`src/rtl/evt_timer_pkg.sv`:
```
package evt_timer_pkg;
  localparam int unsigned DW = 32;
  localparam int unsigned AW = 12;
  localparam int unsigned CW = 64;

  localparam logic [AW-1:0] A_ID     = 12'h000;
  localparam logic [AW-1:0] A_PERIOD = 12'h004;
  localparam logic [AW-1:0] A_GCFG   = 12'h010;
  localparam logic [AW-1:0] A_STS    = 12'h020;
  localparam logic [AW-1:0] A_CNT_LO = 12'h0F0;
  localparam logic [AW-1:0] A_CNT_HI = 12'h0F4;
  localparam logic [3:0]    CH_PAGE  = 4'h1;
  localparam logic [4:0]    O_CFG    = 5'h00;
  localparam logic [4:0]    O_CMP_LO = 5'h08;
  localparam logic [4:0]    O_CMP_HI = 5'h0C;

  localparam int unsigned GB_RUN   = 0;
  localparam int unsigned GB_ROUTE = 1;
  localparam int unsigned CB_EN    = 0;
  localparam int unsigned CB_PER   = 1;
  localparam int unsigned CB_SETV  = 2;
  localparam int unsigned CB_M32   = 3;

  localparam logic [7:0] REV = 8'h01;
  localparam logic [31:0] MIN_PERIOD_FS = 32'd100_000;
  localparam logic [31:0] MAX_PERIOD_FS = 32'd100_000_000;

  typedef enum logic [1:0] {
    LD_CMP   = 2'd0,  // compare write loads compare value
    LD_FIRST = 2'd1,  // after set-value: next write is compare
    LD_IVL   = 2'd2   // next write is interval
  } ld_phase_e;
endpackage

```
`src/rtl/evt_main_cnt.sv`:
```
module evt_main_cnt
  import evt_timer_pkg::*;
#(
  parameter int unsigned W = CW
) (
  input  logic          clk_i,
  input  logic          rst_ni,
  input  logic          run_i,
  input  logic          wr_lo_i,
  input  logic          wr_hi_i,
  input  logic [DW-1:0] wdata_i,
  output logic [W-1:0]  cnt_o
);
  localparam int unsigned HW = W - DW;
  logic [W-1:0] cnt_q;

  always_ff @(posedge clk_i or negedge rst_ni) begin
    if (!rst_ni) begin
      cnt_q <= '0;
    end else if (run_i) begin
      cnt_q <= cnt_q + W'(1);
    end else begin
      if (wr_lo_i) cnt_q[DW-1:0] <= wdata_i;
      if (wr_hi_i) cnt_q[W-1:DW] <= wdata_i[HW-1:0];
    end
  end

  assign cnt_o = cnt_q;
endmodule

```
`src/rtl/evt_chan.sv`:
```
module evt_chan
  import evt_timer_pkg::*;
(
  input  logic          clk_i,
  input  logic          rst_ni,
  input  logic          run_i,
  input  logic [CW-1:0] cnt_i,
  input  logic          cfg_we_i,
  input  logic          lo_we_i,
  input  logic          hi_we_i,
  input  logic [DW-1:0] wdata_i,
  output logic [DW-1:0] cfg_o,
  output logic [CW-1:0] cmp_o,
  output logic          fire_o,
  output logic          armed_o,
  output logic          per_o
);
  logic          en_q, per_q, m32_q, armed_q;
  logic [CW-1:0] cmp_q, ivl_q;
  ld_phase_e     phase_q;

  logic [CW-1:0] diff64;
  logic [DW-1:0] diff32;
  logic          reached, fire;

  assign diff64  = cnt_i - cmp_q;
  assign diff32  = cnt_i[DW-1:0] - cmp_q[DW-1:0];
  assign reached = m32_q ? !diff32[DW-1] : !diff64[CW-1];
  assign fire    = run_i & en_q & armed_q & reached;

  always_ff @(posedge clk_i or negedge rst_ni) begin
    if (!rst_ni) begin
      en_q    <= 1'b0;
      per_q   <= 1'b0;
      m32_q   <= 1'b0;
      armed_q <= 1'b0;
      cmp_q   <= '1;
      ivl_q   <= '0;
      phase_q <= LD_CMP;
    end else begin
      if (cfg_we_i) begin
        en_q  <= wdata_i[CB_EN];
        per_q <= wdata_i[CB_PER];
        m32_q <= wdata_i[CB_M32];
        if (wdata_i[CB_SETV] && wdata_i[CB_PER]) phase_q <= LD_FIRST;
        else if (!wdata_i[CB_PER])               phase_q <= LD_CMP;
      end
      if (lo_we_i) begin
        unique case (phase_q)
          LD_IVL: begin
            ivl_q[DW-1:0] <= wdata_i;
            phase_q       <= LD_CMP;
          end
          LD_FIRST: begin
            cmp_q[DW-1:0] <= wdata_i;
            armed_q       <= 1'b1;
            phase_q       <= LD_IVL;
          end
          default: begin
            cmp_q[DW-1:0] <= wdata_i;
            armed_q       <= 1'b1;
          end
        endcase
      end else if (hi_we_i && !m32_q) begin
        if (phase_q == LD_IVL) begin
          ivl_q[CW-1:DW] <= wdata_i;
        end else begin
          cmp_q[CW-1:DW] <= wdata_i;
          armed_q        <= 1'b1;
        end
      end else if (fire) begin
        if (per_q) begin
          if (m32_q) cmp_q[DW-1:0] <= cmp_q[DW-1:0] + ivl_q[DW-1:0];
          else       cmp_q         <= cmp_q + ivl_q;
        end else begin
          armed_q <= 1'b0;
        end
      end
    end
  end

  always_comb begin
    cfg_o         = '0;
    cfg_o[CB_EN]  = en_q;
    cfg_o[CB_PER] = per_q;
    cfg_o[CB_M32] = m32_q;
  end

  assign cmp_o   = cmp_q;
  assign fire_o  = fire;
  assign armed_o = armed_q;
  assign per_o   = per_q;
endmodule

```
`src/rtl/evt_irq_route.sv`:
```
module evt_irq_route #(
  parameter int unsigned N = 2
) (
  input  logic         route_i,
  input  logic [N-1:0] sts_i,
  output logic [N-1:0] irq_o,
  output logic         tick_o,
  output logic         rtc_o
);
  for (genvar i = 0; i < N; i++) begin : g_line
    if (i < 2) begin : g_fixed
      assign irq_o[i] = sts_i[i] & ~route_i;
    end else begin : g_plain
      assign irq_o[i] = sts_i[i];
    end
  end

  assign tick_o = route_i & sts_i[0];
  assign rtc_o  = route_i & sts_i[1];
endmodule

```
`src/rtl/evt_timer.sv`:
```
module evt_timer
  import evt_timer_pkg::*;
#(
  parameter int unsigned NUM_CH     = 2,
  parameter logic [31:0] PERIOD_FS  = 32'd10_000_000,
  parameter bit          ROUTE_CAP  = 1'b1
) (
  input  logic              clk_i,
  input  logic              rst_ni,
  input  logic              req_i,
  input  logic              we_i,
  input  logic [AW-1:0]     addr_i,
  input  logic [DW-1:0]     wdata_i,
  output logic [DW-1:0]     rdata_o,
  output logic [NUM_CH-1:0] irq_o,
  output logic              tick_irq_o,
  output logic              rtc_irq_o
);
  localparam logic [4:0] NCH_M1 = 5'(NUM_CH - 1);
  localparam logic [DW-1:0] ID_WORD = {16'h0, ROUTE_CAP, 2'b00, NCH_M1, REV};

  if (NUM_CH < 2 || NUM_CH > 8) begin : g_bad_ch
    $error("evt_timer: NUM_CH must be 2..8");
  end
  if (PERIOD_FS < MIN_PERIOD_FS || PERIOD_FS > MAX_PERIOD_FS) begin : g_bad_per
    $error("evt_timer: PERIOD_FS out of range");
  end

  logic              wr;
  logic              run_q, route_q;
  logic              gcfg_we, sts_we, cnt_wr_lo, cnt_wr_hi, cnt_wr;
  logic [CW-1:0]     cnt_q;
  logic [NUM_CH-1:0] sts_q, sts_clr;
  logic [NUM_CH-1:0] fire_v, armed_v, per_v, cmpwr_v;
  logic              ch_hit;
  logic [2:0]        ch_sel;
  logic [4:0]        ch_ofs;
  logic [DW-1:0]     ch_cfg [NUM_CH];
  logic [CW-1:0]     ch_cmp [NUM_CH];

  assign wr        = req_i & we_i;
  assign gcfg_we   = wr && addr_i == A_GCFG;
  assign sts_we    = wr && addr_i == A_STS;
  assign cnt_wr_lo = wr && addr_i == A_CNT_LO && !run_q;
  assign cnt_wr_hi = wr && addr_i == A_CNT_HI && !run_q;
  assign cnt_wr    = cnt_wr_lo | cnt_wr_hi;
  assign ch_hit    = addr_i[11:8] == CH_PAGE;
  assign ch_sel    = addr_i[7:5];
  assign ch_ofs    = addr_i[4:0];
  assign sts_clr   = sts_we ? wdata_i[NUM_CH-1:0] : '0;

  always_ff @(posedge clk_i or negedge rst_ni) begin
    if (!rst_ni) begin
      run_q   <= 1'b0;
      route_q <= 1'b0;
      sts_q   <= '0;
    end else begin
      if (gcfg_we) begin
        run_q   <= wdata_i[GB_RUN];
        route_q <= wdata_i[GB_ROUTE] & ROUTE_CAP;
      end
      sts_q <= (sts_q & ~sts_clr) | fire_v;
    end
  end

  evt_main_cnt #(.W(CW)) u_cnt (
    .clk_i   (clk_i),
    .rst_ni  (rst_ni),
    .run_i   (run_q),
    .wr_lo_i (cnt_wr_lo),
    .wr_hi_i (cnt_wr_hi),
    .wdata_i (wdata_i),
    .cnt_o   (cnt_q)
  );

  for (genvar i = 0; i < NUM_CH; i++) begin : g_ch
    localparam logic [2:0] IDX = 3'(i);
    logic sel, lo_we, hi_we;
    assign sel        = wr && ch_hit && ch_sel == IDX;
    assign lo_we      = sel && ch_ofs == O_CMP_LO;
    assign hi_we      = sel && ch_ofs == O_CMP_HI;
    assign cmpwr_v[i] = lo_we | hi_we;

    evt_chan u_chan (
      .clk_i    (clk_i),
      .rst_ni   (rst_ni),
      .run_i    (run_q),
      .cnt_i    (cnt_q),
      .cfg_we_i (sel && ch_ofs == O_CFG),
      .lo_we_i  (lo_we),
      .hi_we_i  (hi_we),
      .wdata_i  (wdata_i),
      .cfg_o    (ch_cfg[i]),
      .cmp_o    (ch_cmp[i]),
      .fire_o   (fire_v[i]),
      .armed_o  (armed_v[i]),
      .per_o    (per_v[i])
    );
  end

  evt_irq_route #(.N(NUM_CH)) u_route (
    .route_i (route_q),
    .sts_i   (sts_q),
    .irq_o   (irq_o),
    .tick_o  (tick_irq_o),
    .rtc_o   (rtc_irq_o)
  );

  always_comb begin
    rdata_o = '0;
    unique case (addr_i)
      A_ID:     rdata_o = ID_WORD;
      A_PERIOD: rdata_o = PERIOD_FS;
      A_GCFG:   rdata_o = {30'h0, route_q, run_q};
      A_STS:    rdata_o = DW'(sts_q);
      A_CNT_LO: rdata_o = cnt_q[DW-1:0];
      A_CNT_HI: rdata_o = cnt_q[CW-1:DW];
      default: begin
        for (int i = 0; i < NUM_CH; i++) begin
          if (ch_hit && ch_sel == 3'(i)) begin
            if (ch_ofs == O_CFG)         rdata_o = ch_cfg[i];
            else if (ch_ofs == O_CMP_LO) rdata_o = ch_cmp[i][DW-1:0];
            else if (ch_ofs == O_CMP_HI) rdata_o = ch_cmp[i][CW-1:DW];
          end
        end
      end
    endcase
  end
endmodule

```
`config.mk`:
```
export PLATFORM = sky130hd
export DESIGN_NAME = evt_timer
export DESIGN_NICKNAME = d
export VERILOG_FILES = /design/src/rtl/evt_timer_pkg.sv /design/src/rtl/evt_main_cnt.sv /design/src/rtl/evt_chan.sv /design/src/rtl/evt_irq_route.sv /design/src/rtl/evt_timer.sv
export SDC_FILE = /design/constraint.sdc
export NUM_CORES = 1
export LEC_CHECK = 0
export BUFFER_PORTS_ARGS = -buffer_cell sky130_fd_sc_hd__buf_2
export CORE_MARGIN = 2
export CORE_UTILIZATION = 40
export DETAILED_ROUTE_END_ITERATION = 16
export GPL_ROUTABILITY_DRIVEN = 0
export HOLD_SLACK_MARGIN = 0.02
export PLACE_DENSITY = 0.6
export SYNTH_ARGS = -nofsm -noshare
export SYNTH_HDL_FRONTEND = slang
export SYNTH_SLANG_ARGS = --single-unit
```
`constraint.sdc`:
```
create_clock -name clk_i -period 4.4 [get_ports clk_i]
set_input_delay 0.44 -clock clk_i [delete_from_list [all_inputs] [get_ports clk_i]]
set_output_delay 0.44 -clock clk_i [all_outputs]
set_load 0.02 [all_outputs]
```
==> impl_metrics.ini <==
[sta]
fin_setup_tns_ps = 0
hold_viol = 0
finalClockSkew_ps = 18.7
min_period_ps = 4020
setup_viol = 0
tightest_slew_ps = 1310
maxSlewViolCount = 0
slew_headroom = 0.122
fmax_mhz = 249
rsz0062_at_grt = no
finalCritPeriodShare = 0.913

[pwr]
vdd_drop_max_mv = 0.305
swShare = 0.270
intPower_mw = 5.87
power_mw = 8.04
leakage_nw = 14.6
pwr-share-seq = 0.419
power.share.clock = 0.484
comb_power_share = 0.097
powerDensity_nw_per_um2 = 267
switchingPower_mw = 2.17

[critical_path]
start_kind = register
cp.arrival_ps = 4500
path_cells = ha_1, fa_1, a21oi_1, o211a_1, nor3_1, buf_4, or4_1, a31o_2, a21oi_1, o31a_1, o31ai_1, buf_4, a211oi_1, xor2_1, o221ai_1
worstSetupPathType = register to register
slowest_stage = or4_1
path_delay_family = compound AO/OA/AOI/OAI gates
worst-path-buf-inv = 2
critPathMaxStageDelay_ps = 570
cp_max_fo = 4
crit_path_end_kind = register
crit_required_ps = 4880

[cts]
cts_resized = 0
clkSinkCount = 336
h-tree-depth = 2
post_cts_buffers = 0
clk_pin_slew_ps = 60
cts_made_buffers = 43
clk_latency_ps = 580
cts_tree = done
root_buffer = clkbuf_16
clk_path_buf_depth = 3

[synthesis]
synth_nets = 3516
synth.avg_cell_area_um2 = 8.48
yosys_register_bits = 336
ys_top_cells_by_count = nand2_1 (351), a21oi_1 (308), nor2_1 (262)
yosys.area_share.simple = 0.165
async_reset_ff_frac = 1.00
ys_types = 93
syn_area_um2 = 27200
synth_xor_area_frac = 0.0396
yosys_warnings = 0
yosys-top-cells-area = dfrtp_1 (19%), dfstp_2 (12%), ha_1 (12%)
ys_seq_area_frac = 0.315
synth.most_common_cell = nand2_1
synth_cells = 3211
ys.flop_type = dfrtp_1
synth_compound_area_frac = 0.217
synth-edff-count = 0
synth_top_family_by_area = compound AO/OA/AOI/OAI gates
synthMuxAreaShare = 0.0942
yosys.area.top_type = dfrtp_1
yosysTopAreaCellShare = 0.191
synth_fa_ha_area_frac = 0.119

[routing]
route.detailed.drc = 0
routed-wl-met3_mm = 5.82
wirelength_mm = 94.4
routed.top_layer = met5
drt_first_pass_iters = 5
wl_met1_mm = 41.1
dr_wl_met2_mm = 43.1
wire_per_inst_um = 22.8
vias = 24700
viasPerCell = 5.98
antenna_left = 0
first_iter_violations = 2144

[global_route]
grt_pass1_vias = 23600
grt_pass1_wl_mm = 143
grt_usage = 0.265
grt_max_degree = 94
antenna_found_initial = 2
grt_overflow = 0

[status]
status = finished clean

[min_path]
hp-class = input pin to register

[floorplan]
fp.dieW_um = 265
die_area_um2 = 70200
ios = 84
num_rows = 95
initial_utilization = 0.405
core-area_um2 = 67300
die_h_um = 265

[finish]
fill_cells = 6714
syn_to_final_growth_pct = 10.6
seqCellArea_um2 = 8570
fin_cells = 4133
nets = 3531
multi_input_area_um2 = 17300
utilization = 0.448
drive_above_1_share = 0.160

[flow_run]
drv_cap = 0

[place]
port_buffers = 83
dp_hpwl_mm = 71.9
dp_cells = 4053
==> power groups by stage <==
stage          sequential [mW]  combinational (mW)  clock (mW)
4_1_cts                   3.35               0.777        3.96
3_5_place_dp              3.40               0.773           0
5_1_grt                   3.37               0.876        4.07
6_report                  3.36               0.781        3.89
3_3_place_gp              3.40               0.765           0
2_1_floorplan             3.33               0.478           0
==> layout by cell type, fill, tap and decap left out, drive strengths merged, types with 58 or more instances in the layout <==
master / Yosys / routed
clkbuf: 133 / 64
mux2i: 107 / 107
xnor2: 71 / 71
nand2: 351 / 351
nand3: 85 / 85
dfstp: 128 / 128
buf: 41 / 143
a21oi: 308 / 308
nand4: 58 / 58
nor2: 263 / 263
ha: 255 / 255
dfrtp: 208 / 208
nor3: 62 / 62
a21o: 104 / 104
a211oi: 65 / 65
mux2: 130 / 130
inv: 170 / 170
o21ai: 205 / 205
==> cells by family (layout without fill, tap and decap cells) <==
family,Yosys count,after routing
AND/OR/NAND/NOR,976,976
AO/OA/AOI/OAI,937,937
multiplexers,237,237
flip-flops,336,336
XOR/XNOR,123,123
buffers and inverters,345,393
adder cells (fa/ha/maj),257,257
other,0,1
==> registers in the layout (all words and copies together), names as in the netlist <==
name                 cells
g_ch.u_chan.armed_o      2
g_ch.u_chan.cmp_o      128
g_ch.u_chan.en_q         2
g_ch.u_chan.ivl_q      128
g_ch.u_chan.m32_q        2
g_ch.u_chan.per_o        2
g_ch.u_chan.phase_q      4
route_q                  1
run_q                    1
sts_q                    2
u_cnt.cnt_o             64
==> worst register-to-register path, cell delays in order (launching register included) <==
cell and delay (ps):
dfstp_2 380, ha_1 230, fa_1 410, a21oi_1 260
o211a_1 220, nor3_1 50, buf_4 150, or4_1 570
a31o_2 310, a21oi_1 300, o31a_1 240, o31ai_1 90
buf_4 160, a211oi_1 250, xor2_1 180, o221ai_1 120
==> layer usage <==
layer	vias to the layer above	track usage
met3	210	0.0336
met1	11900	0.355
met5	-	0
met2	867	0.431
li1	11700	-
met4	4	0.111
==> layout make-up <==
type / count / share of cell area
multi-input combinational: 2530 / 0.575
timing repair buffer: 144 / 0.0324
inverter: 171 / 0.0213
antenna: 1 / 0.0000830
clock inverter: 14 / 0.00756
sequential: 336 / 0.284
tap: 873 / 0.0362
clock buffer: 64 / 0.0434
==> through the flow <==
step                      cell area, µm²  hold WS [ps]  setup slack [ps]
after CTS                          30100           218               365
after global placement             28600           464               402
final                              30100           253               382
after global routing               30100           255               109
after floorplan                    27200           144               869
after detailed placement           28600           469               378
==> final timing paths <==
kind / start / to / slack (ps) / cells after the start
max: g_ch[0].u_chan.cmp_o[0] / g_ch[0].u_chan.cmp_o[56] / 380 / 15
min: wdata_i[11] / g_ch[0].u_chan.cmp_o[11] / 250 / 3
max reg2reg: g_ch[0].u_chan.cmp_o[0] / g_ch[0].u_chan.cmp_o[56] / 380 / 15
min reg2reg: g_ch[1].u_chan.ivl_q[30] / g_ch[1].u_chan.ivl_q[30] / 490 / 2
max in group asynchronous: rst_ni / g_ch[0].u_chan.ivl_q[61] / 2990 / 3
min in group asynchronous: rst_ni / g_ch[1].u_chan.ivl_q[4] / 460 / 2
==> timing repair <==
item,CTS,global route
hold endpoints to repair,38,0
hold buffers,1,0
setup endpoints to repair,0,0
No activity file was read; power rests on OpenSTA's default activity.
